**src/rtl/mem_cmd_pkg.sv**
```systemverilog
// Shared types for the memory command issuer.
// Assumes a 3-bit command field decoded by the downstream port.
package mem_cmd_pkg;
    localparam int CODE_W = 3;

    typedef enum logic [CODE_W-1:0] {
        CMD_READ  = 3'd0,
        CMD_WRITE = 3'd1,
        CMD_LDLK  = 3'd2,
        CMD_STCND = 3'd3,
        CMD_SWAP  = 3'd4
    } mem_cmd_e;

    typedef enum logic [2:0] {
        ST_IDLE    = 3'd0,
        ST_SEND    = 3'd1,
        ST_BLOCKED = 3'd2,
        ST_PENDING = 3'd3,
        ST_DONE    = 3'd4
    } issue_state_e;
endpackage

```
**src/rtl/mem_cmd_encoder.sv**
```systemverilog
// Combinational encoder: maps the operation and its atomic attributes to a command code.
// Swap takes precedence over the LL/SC attribute on writes; reads ignore swap.
module mem_cmd_encoder
    import mem_cmd_pkg::*;
(
    input  logic     is_write,
    input  logic     llsc,
    input  logic     swap,
    output mem_cmd_e code,
    output logic     is_stcond
);
    // Purpose: choose the command code for the request.
    always_comb begin
        is_stcond = 1'b0;
        if (!is_write) begin
            code = llsc ? CMD_LDLK : CMD_READ;
        end else if (swap) begin
            code = CMD_SWAP;
        end else if (llsc) begin
            code      = CMD_STCND;
            is_stcond = 1'b1;
        end else begin
            code = CMD_WRITE;
        end
    end
endmodule

```
**src/rtl/mem_issue_fsm.sv**
```systemverilog
// Issue sequencer: takes one request, offers its command, tracks a refusal as a
// blocked state cleared only by retry, waits for the response, reports completion.
// Assumes the requester holds its fields stable while req_valid is high.
module mem_issue_fsm
    import mem_cmd_pkg::*;
(
    input  logic                clk,
    input  logic                rst_n,
    input  logic                req_valid,
    output logic                req_ready,
    input  mem_cmd_e            enc_code,
    input  logic                enc_stcond,
    input  logic                link_ok,
    output logic                cmd_valid,
    output logic [CODE_W-1:0]   cmd_code,
    input  logic                cmd_accept,
    input  logic                port_retry,
    input  logic                mem_resp,
    output logic                done_valid,
    output logic                done_fail,
    output logic                retry_err
);
    issue_state_e state_q, state_d;
    mem_cmd_e     code_q, code_d;
    logic         fail_q, fail_d;

    // Purpose: next-state and output decode.
    always_comb begin
        state_d    = state_q;
        code_d     = code_q;
        fail_d     = fail_q;
        req_ready  = 1'b0;
        cmd_valid  = 1'b0;
        done_valid = 1'b0;
        unique case (state_q)
            ST_IDLE: begin
                req_ready = 1'b1;
                if (req_valid) begin
                    code_d = enc_code;
                    if (enc_stcond && !link_ok) begin
                        fail_d  = 1'b1;
                        state_d = ST_DONE;
                    end else begin
                        fail_d  = 1'b0;
                        state_d = ST_SEND;
                    end
                end
            end
            ST_SEND: begin
                cmd_valid = 1'b1;
                state_d   = cmd_accept ? ST_PENDING : ST_BLOCKED;
            end
            ST_BLOCKED: begin
                if (port_retry) state_d = ST_SEND;
            end
            ST_PENDING: begin
                if (mem_resp) state_d = ST_DONE;
            end
            ST_DONE: begin
                done_valid = 1'b1;
                state_d    = ST_IDLE;
            end
            default: state_d = ST_IDLE;
        endcase
    end

    assign cmd_code  = code_q;
    assign done_fail = done_valid & fail_q;

    // Purpose: state, captured command and status registers.
    always_ff @(posedge clk) begin
        if (!rst_n) begin
            state_q   <= ST_IDLE;
            code_q    <= CMD_READ;
            fail_q    <= 1'b0;
            retry_err <= 1'b0;
        end else begin
            state_q   <= state_d;
            code_q    <= code_d;
            fail_q    <= fail_d;
            retry_err <= port_retry && (state_q != ST_BLOCKED);
        end
    end

    assert_sc_fail_local_R4: assert property (@(posedge clk) disable iff (!rst_n)
        (req_ready && req_valid && enc_stcond && !link_ok)
        |=> (done_valid && done_fail && !cmd_valid));

    assert_refuse_blocks_R5: assert property (@(posedge clk) disable iff (!rst_n)
        (cmd_valid && !cmd_accept) |=> (state_q == ST_BLOCKED && !done_valid));

    assert_blocked_quiet_R6: assert property (@(posedge clk) disable iff (!rst_n)
        (state_q == ST_BLOCKED) |-> (!cmd_valid && !req_ready));

    assert_retry_reissues_R7: assert property (@(posedge clk) disable iff (!rst_n)
        (state_q == ST_BLOCKED && port_retry) |=> (cmd_valid && $stable(cmd_code)));

    assert_accept_pending_R8: assert property (@(posedge clk) disable iff (!rst_n)
        (cmd_valid && cmd_accept) |=> (!done_valid && !cmd_valid && !req_ready));
endmodule

```
**src/rtl/mem_cmd_issuer.sv**
```systemverilog
// Top: memory command issuer with send backpressure.
// Joins the command encoder and the issue sequencer; one request in flight at a time.
module mem_cmd_issuer
    import mem_cmd_pkg::*;
(
    input  logic              clk,
    input  logic              rst_n,
    input  logic              req_valid,
    output logic              req_ready,
    input  logic              req_write,
    input  logic              req_llsc,
    input  logic              req_swap,
    input  logic              link_ok,
    output logic              cmd_valid,
    output logic [CODE_W-1:0] cmd_code,
    input  logic              cmd_accept,
    input  logic              port_retry,
    input  logic              mem_resp,
    output logic              done_valid,
    output logic              done_fail,
    output logic              retry_err
);
    mem_cmd_e enc_code;
    logic     enc_stcond;

    mem_cmd_encoder u_enc (
        .is_write  (req_write),
        .llsc      (req_llsc),
        .swap      (req_swap),
        .code      (enc_code),
        .is_stcond (enc_stcond)
    );

    mem_issue_fsm u_fsm (
        .clk        (clk),
        .rst_n      (rst_n),
        .req_valid  (req_valid),
        .req_ready  (req_ready),
        .enc_code   (enc_code),
        .enc_stcond (enc_stcond),
        .link_ok    (link_ok),
        .cmd_valid  (cmd_valid),
        .cmd_code   (cmd_code),
        .cmd_accept (cmd_accept),
        .port_retry (port_retry),
        .mem_resp   (mem_resp),
        .done_valid (done_valid),
        .done_fail  (done_fail),
        .retry_err  (retry_err)
    );

    assert_fail_only_with_done_R4: assert property (@(posedge clk) disable iff (!rst_n)
        done_fail |-> done_valid);
endmodule

```
**config.mk**
```make
export PLATFORM = sky130hd
export DESIGN_NAME = mem_cmd_issuer
export DESIGN_NICKNAME = d
export VERILOG_FILES = /design/src/rtl/mem_cmd_pkg.sv /design/src/rtl/mem_cmd_encoder.sv /design/src/rtl/mem_issue_fsm.sv /design/src/rtl/mem_cmd_issuer.sv
export SDC_FILE = /design/constraint.sdc
export NUM_CORES = 1
export LEC_CHECK = 0
export BUFFER_PORTS_ARGS = -buffer_cell sky130_fd_sc_hd__buf_2
export CORE_AREA = 5 5 42 44
export DETAILED_ROUTE_END_ITERATION = 16
export DIE_AREA = 0 0 47 49
export SYNTH_ARGS = -nofsm -noshare
export SYNTH_HDL_FRONTEND = slang
export SYNTH_SLANG_ARGS = --single-unit
```
**constraint.sdc**
```tcl
create_clock -name clk -period 1.55 [get_ports clk]
set_input_delay 0.155 -clock clk [delete_from_list [all_inputs] [get_ports clk]]
set_output_delay 0.155 -clock clk [all_outputs]
set_load 0.005 [all_outputs]
```
==> flow_summary.yaml, run 1 <==
logic_synthesis:
  yosys_register_bits: 8
  ys.flop_type: "dfxtp_1"
  async_flop_share_pct: 0
  seq_area_frac_synth_pct: 37.43
  syn_inst: 48
  synth_edf_count: 0
  syn_avg_cell_area_um2: 8.915
  yosysWarnings: 0
  ys_types: 21
  synth_area_um2: 427.9
  synth_nets: 58
power_and_ir_drop:
  powerDensity_nw_per_um2: 925.8
  ir_worst_vdd_v: 0.0003975
  p_leak_nw: 0.2341
  power_uw: 500.4
grt:
  grt_max_degree: 14
  overflow: 0
  grt.total_usage_pct: 9.457
  grt_pass1_vias: 378
  grt_pass1_wl_um: 1566
  antenna_found_initial: 0
timing:
  setup_viol: 0
  relSlewSlack_pct: 71.16
  worstMarginPinSlew_ns: 0.4319
  setup_slack_ns: 0.1594
  hold_viol: 0
  min_period_ns: 1.391
  rsz0062_at_grt: "no"
  period_share_pct: 89.72
  tns_ns: 0
  max_freq_mhz: 719.1
  fin_skew_ns: 0.006779
  finalMaxSlewViolations: 0
setup_path:
  worstPathCellList: "nor3b_1 > and2_1 > buf_2"
  path_max_fanout: 13
  startpoint_type: "flip-flop"
  arrival_ns: 1.24
  crit_slowest_cell: "dfxtp_1"
  cp_slowest_stage_delay_ns: 0.58
  cp.required_ns: 1.39
  worstSetupPathType: "reg2out"
  worstSetupEndpointType: "primary output"
route:
  wl_met3_um: 40
  vias_per_cell: 4.756
  drtAntennaViolNets: 0
  drtIter0Drc: 6
  drc: 0
  vias: 390
  wl_per_cell_um: 10.76
  met1_length_um: 422
  firstDrtPassIters: 3
  dr_wl_met2_um: 388
  routed.top_layer: "met4"
  drt_wl_total_um: 882
cts:
  cts_buffer_depth: 2
  htree_levels: 1
  path_clk_slew_ns: 0.06
  cts_setup_buffers: 0
  cts_buffers: 3
  cts-root-buf: "clkbuf_4"
  cts_resized: 0
  cts_hold_buf: 0
  worstSkewPairLatency_ns: 0.26
  clkSinkCount: 8
  cts_tree: "built"
place:
  dp_hpwl_um: 673.7
  pre_cts_ws_ns: 0.2440
  gp_routability_congestion: 0.7808
  io_buffers: 17
layout:
  final_layout_size_suffix_gt1_share_pct: 33.33
  final_common_cell: "buf_2"
  nets: 78
  final_cell_mix: "buf_2, dfxtp_1, nand2b_1"
  utilization_pct: 38.57
  synthToLayoutAreaGrowth_pct: 26.32
  nFillCells: 160
  diodes: 0
run_status:
  outcome: "complete, no violations"
die:
  ios: 18
  die_height_um: 49
  die_x_um: 47
  die-area_um2: 2303
  start_util_pct: 30.54
  core_area_um2: 1401
  std_cell_rows: 14
job:
  maxCapViolations: 0
hold_path:
  hold_path.class: "in2reg"
## through the flow
stage / cell area [um2] / cells / hold WS (ns)
after floorplan: 427.9 / 48 / 0.2711
after global placement: 518.0 / 79 / 0.3987
after detailed placement: 518.0 / 79 / 0.4069
after CTS: 540.5 / 82 / 0.1324
after global routing: 540.5 / 82 / 0.1407
final: 540.5 / 82 / 0.1323
## cell usage after synthesis (all sizes together) (2+ instances only)
| library cell | number | area, um2 |
|---|---|---|
| a21oi | 4 | 20.02 |
| nand2b | 6 | 37.54 |
| a21boi | 3 | 22.52 |
| nand3 | 3 | 15.01 |
| nand2 | 4 | 15.01 |
| and2 | 2 | 12.51 |
| nor2 | 2 | 7.510 |
| nor3b | 3 | 22.52 |
| dfxtp | 8 | 160.2 |
| nor3 | 2 | 10.01 |
## where the power goes
| part | internal, mW | switching [mW] |
|---|---|---|
| Sequential | 0.220 | 0.0267 |
| Combinational | 0.0555 | 0.0393 |
| Clock | 0.0886 | 0.0702 |
| Total | 0.364 | 0.136 |
## state kept, by name, summed over array words and instances, names as in the netlist
signal and cells:
u_fsm.fail_q 1, u_fsm.retry_err 1, u_fsm.cmd_code 3, u_fsm.state_q 3
## critical path, delay by kind of cell (launching register included)
family / cells / cell delay, ns
buffers and inverters: 1 / 0.12
DFF: 1 / 0.58
and+or+nand+nor: 2 / 0.29
## path summary, 6_finish.rpt
kind | start | endpoint | slack, ns | cells past startpoint
worst max-delay path | u_fsm.state_q[0] | done_fail | 0.16 | 3
worst min-delay path | port_retry | u_fsm.retry_err | 0.13 | 3
worst max register to register | u_fsm.state_q[0] | u_fsm.fail_q | 0.23 | 3
worst min register to register | u_fsm.cmd_code[1] | u_fsm.cmd_code[1] | 0.46 | 2
## layer usage
metal	GRT usage [%]	vias up
met2	12.22	10
met3	3.690	5
met4	6.912	0
met5	0	-
li1	-	207
met1	12.17	168
## final cells by class
| class | instances | area, um2 | area share (%) |
|---|---|---|---|
| flip-flops and latches | 8 | 160.2 | 29.63 |
| inverters | 1 | 3.754 | 0.6944 |
| multi-input cells | 37 | 249.0 | 46.06 |
| repair buffers | 17 | 85.08 | 15.74 |
| well taps | 16 | 20.02 | 3.704 |
| clock buffers | 3 | 22.52 | 4.167 |
## cell families (layout without fill, tap and decap cells)
logic type / after synthesis / count (layout) / share of synthesized area (%)
simple gates: 27 / 27 / 42.40
compound gates: 9 / 9 / 13.45
flops: 8 / 8 / 37.43
mux: 1 / 1 / 2.339
buf+inv: 3 / 21 / 4.384
(Power assumes the default switching activity.)
==> inputs of run 2 (changes only) <==
--- a/config.mk
+++ b/config.mk
@@ -9,6 +9,8 @@
 export CORE_AREA = 5 5 42 44
 export DETAILED_ROUTE_END_ITERATION = 16
 export DIE_AREA = 0 0 47 49
+export RECOVER_POWER = 25
+export SETUP_SLACK_MARGIN = 0.05
 export SYNTH_ARGS = -nofsm -noshare
 export SYNTH_HDL_FRONTEND = slang
 export SYNTH_SLANG_ARGS = --single-unit
==> flow_summary.yaml, run 2 (synthesized netlist as in run 1, its figures left out) <==
run_status:
  outcome: "complete, no violations"
route:
  drtIter0Drc: 5
  dr_wl_met2_um: 396
  met1_length_um: 446
  wl_met3_um: 39
  firstDrtPassIters: 2
  vias: 393
  drtAntennaViolNets: 0
  wl_per_cell_um: 11.05
  drc: 0
  routed.top_layer: "met4"
  vias_per_cell: 4.793
  drt_wl_total_um: 906
setup_path:
  r2r-end: "u_fsm.fail_q"
  worstPathCellList: "nor3b_1 > and2_1 > buf_2"
  worstSetupPathType: "reg2out"
  rr_worst_depth: 3
  cp_slowest_stage_delay_ns: 0.59
  crit_slowest_cell: "dfxtp_1"
  worstReg2RegStart: "u_fsm.state_q[0]"
  r2r_setup_slack_ns: 0.22
  arrival_ns: 1.24
  cp.required_ns: 1.39
  worstSetupEndpointType: "primary output"
  path_max_fanout: 13
  critPathBufInv: 1
  startpoint_type: "flip-flop"
  cpLargestDelayFamily: "flip-flops"
cts:
  htree_levels: 1
  cts_tree: "built"
  clkSinkCount: 8
  worstSkewPairLatency_ns: 0.25
  cts_buffer_depth: 2
  path_clk_slew_ns: 0.05
  cts_setup_buffers: 0
  cts-root-buf: "clkbuf_4"
  cts_buffers: 3
grt:
  overflow: 0
  grt_pass1_wl_um: 1566
  antenna_found_initial: 0
  grt_pass1_vias: 378
  grt.total_usage_pct: 9.457
  grt_max_degree: 14
job:
  maxCapViolations: 0
place:
  place_area_um2: 518.0
  io_buffers: 17
  post-place-cells: 79
  dp_hpwl_um: 673.7
  pre_cts_ws_ns: 0.2440
  gp_routability_congestion: 0.7808
die:
  start_util_pct: 30.54
  std_cell_rows: 14
  die_x_um: 47
  die-area_um2: 2303
  core_area_um2: 1401
  die_height_um: 49
  ios: 18
timing:
  min_period_ns: 1.396
  max_freq_mhz: 716.1
  period_share_pct: 90.10
  rsz0062_at_grt: "no"
  relSlewSlack_pct: 70.38
  hold_viol: 0
  setup_viol: 0
  finalMaxSlewViolations: 0
  tns_ns: 0
  worstMarginPinSlew_ns: 0.4437
  fin_skew_ns: 0.004914
  setup_slack_ns: 0.1535
layout:
  final_cell_mix: "buf_2, dfxtp_1, nand2b_1"
  final_layout_size_suffix_gt1_share_pct: 31.82
  diodes: 0
  fin_area_um2: 539.3
  synthToLayoutAreaGrowth_pct: 26.02
  instances_no_fill: 82
  nets: 78
  final_common_cell: "buf_2"
power_and_ir_drop:
  powerDensity_nw_per_um2: 927.2
  ir_worst_vdd_v: 0.0004005
  p_leak_nw: 0.2267
  power_uw: 500.0
hold_path:
  holdPathEnd: "u_fsm.retry_err"
  whs_path_depth: 3
  min_from: "port_retry"
  hold_path.class: "in2reg"
[run 2: area by class of cell]
class	count	area, um2
Fill cell	163	862.1
Timing Repair Buffer	17	82.58
Inverter	1	3.754
Multi-Input combinational cell	37	249.0
Clock buffer	3	22.52
Sequential cell	8	161.4
Tap cell	16	20.02
[run 2: metrics by stage]
stage	util, %	hold WS, ns
after global placement	36.96	0.3987
final	38.48	0.1359
after floorplan	-	0.2711
after detailed placement	36.96	0.4069
after CTS	38.57	0.1324
after global routing	38.48	0.1407
[run 2: repair_timing]
item	in CTS	in global routing
hold buffers	0	0
resized for setup	0	1
endpoints found under the setup margin	0	1
hold endpoints to repair	0	0
[run 2: how the worst max path moves through the flow]
stage | cells past startpoint | to | from | slack [ns]
floorplan | 3 | done_fail | u_fsm.state_q[0] | 0.42
global placement | 3 | u_fsm.fail_q | u_fsm.state_q[0] | 0.28
detailed placement | 3 | u_fsm.fail_q | u_fsm.state_q[0] | 0.24
CTS | 3 | done_fail | u_fsm.state_q[0] | 0.15
global route | 3 | done_fail | u_fsm.state_q[0] | 0.06
finish | 3 | done_fail | u_fsm.state_q[1] | 0.15
[run 2: worst min-delay path: stages]
cell	delay (ns)
buf_2	0.11
nand2_1	0.05
a21oi_1	0.03
[run 2: power by group]
part	switching, mW	internal, mW
Combinational	0.0405	0.0548
Sequential	0.0270	0.220
Clock	0.0691	0.0885
Total	0.136	0.364
[run 2: layer usage]
metal  global-route usage, %  vias to the layer above
li1                        -                      207
met3                   3.690                        4
met4                   6.912                        0
met1                   12.17                      172
met5                       0                        -
met2                   12.22                       10
==> inputs of run 3 (changes only) <==
==> constraint.sdc (replaced) <==
create_clock -name clk -period 1.55 [get_ports clk]
set_input_delay 0.2325 -clock clk [delete_from_list [all_inputs] [get_ports clk]]
set_output_delay 0.2325 -clock clk [all_outputs]
set_load 0.005 [all_outputs]
==> flow_summary.yaml, run 3 (synthesized netlist as in run 1, its figures left out) <==
cts:
  cts_setup_buffers: 0
  path_clk_slew_ns: 0.06
  worstSkewPairLatency_ns: 0.25
  clkSinkCount: 8
  cts_buffer_depth: 2
  cts_tree: "built"
  htree_levels: 1
  cts_buffers: 3
  cts-root-buf: "clkbuf_4"
timing:
  fin_skew_ns: 0.0009946
  min_period_ns: 1.367
  period_share_pct: 88.17
  max_freq_mhz: 731.7
  hold_viol: 0
  finalMaxSlewViolations: 0
  rsz0062_at_grt: "no"
  relSlewSlack_pct: 73.89
  tns_ns: 0
  worstMarginPinSlew_ns: 0.3900
  setup_viol: 0
route:
  vias_per_cell: 4.878
  wl_per_cell_um: 11.95
  wl_met3_um: 37
  drtAntennaViolNets: 0
  drtIter0Drc: 4
  routed.top_layer: "met4"
  firstDrtPassIters: 4
  vias: 400
  drt_wl_total_um: 980
  met1_length_um: 455
  drc: 0
  dr_wl_met2_um: 470
power_and_ir_drop:
  p_leak_nw: 0.2273
  powerDensity_nw_per_um2: 937.8
  ir_worst_vdd_v: 0.0004051
grt:
  grt_pass1_vias: 374
  grt_max_degree: 14
  grt_pass1_wl_um: 1552
  overflow: 0
  grt.total_usage_pct: 9.386
  antenna_found_initial: 0
setup_path:
  worstSetupEndpointType: "primary output"
  startpoint_type: "flip-flop"
  path_max_fanout: 13
  worstSetupPathType: "reg2out"
  arrival_ns: 1.13
  cp.required_ns: 1.32
die:
  std_cell_rows: 14
  core_area_um2: 1401
  die-area_um2: 2303
  die_height_um: 49
  die_x_um: 47
  start_util_pct: 30.54
  ios: 18
run_status:
  outcome: "complete, no violations"
layout:
  nets: 78
  nFillCells: 169
  diodes: 0
  final_common_cell: "buf_2"
  final_cell_mix: "buf_2, nand2b_1, dfxtp_1"
  final_layout_size_suffix_gt1_share_pct: 34.85
  synthToLayoutAreaGrowth_pct: 26.61
  instances_no_fill: 82
place:
  gp_routability_congestion: 0.8103
  io_buffers: 17
  post-place-cells: 79
  dp_hpwl_um: 695.2
job:
  maxCapViolations: 0
hold_path:
  hold_path.class: "in2reg"
==> run 3: cell counts in the layout (fill, tap and decap cells not counted) <==
Identical to the previous run, type by type.
==> run 3: cell type report <==
| type | instances | area, um2 | share of cell area (%) |
|---|---|---|---|
| multi-input cells | 37 | 249.0 | 45.96 |
| well taps | 16 | 20.02 | 3.695 |
| flip-flops and latches | 8 | 163.9 | 30.25 |
| inverters | 1 | 3.754 | 0.6928 |
| clock buffers | 3 | 22.52 | 4.157 |
| repair buffers | 17 | 82.58 | 15.24 |
==> run 3: final timing paths <==
kind,from,endpoint,slack [ns],cells after the start
setup / recovery,u_fsm.state_q[0],done_fail,0.18,3
hold / removal,port_retry,u_fsm.retry_err,0.23,3
setup reg to reg,u_fsm.state_q[0],u_fsm.fail_q,0.30,3
hold reg to reg,u_fsm.cmd_code[1],u_fsm.cmd_code[1],0.47,2
==> run 3: through the flow <==
step           instance area [um2]  power, mW  setup slack, ns  hold WS (ns)  util [%]
5_1_grt                      541.8     0.5461           0.1108        0.2270     38.66
4_1_cts                      540.5     0.5140          0.06889        0.2164     38.57
6_report                     541.8     0.5081           0.1834        0.2261     38.66
2_1_floorplan                427.9     0.3123           0.3416        0.3486         -
3_5_place_dp                 518.0     0.3473           0.2255        0.4589     36.96
3_3_place_gp                 518.0     0.3463           0.2857        0.4611     36.96
==> run 3: power by group <==
group	leakage, nW	switching, mW	internal (mW)
sequential	0.0666	0.0274	0.222
clock	0.0138	0.0747	0.0889
combinational	0.147	0.0406	0.0548
total	0.227	0.143	0.365
==> run 3: critical path: stages (launching register included) <==
cell	delay (ns)
dfxtp_2	0.39
nor3b_1	0.24
and2_1	0.15
buf_2	0.10
==> run 3: metal layers <==
metal,GRT usage [%],up-vias
met5,0,-
met4,6.912,0
met3,2.214,2
met2,11.99,7
met1,13.05,183
li1,-,208
==> run 3: timing repair <==
item,CTS,global route
hold buffers,0,0
gates resized for setup,0,3
endpoints found under the setup margin,0,2
endpoints found under the hold margin,0,0
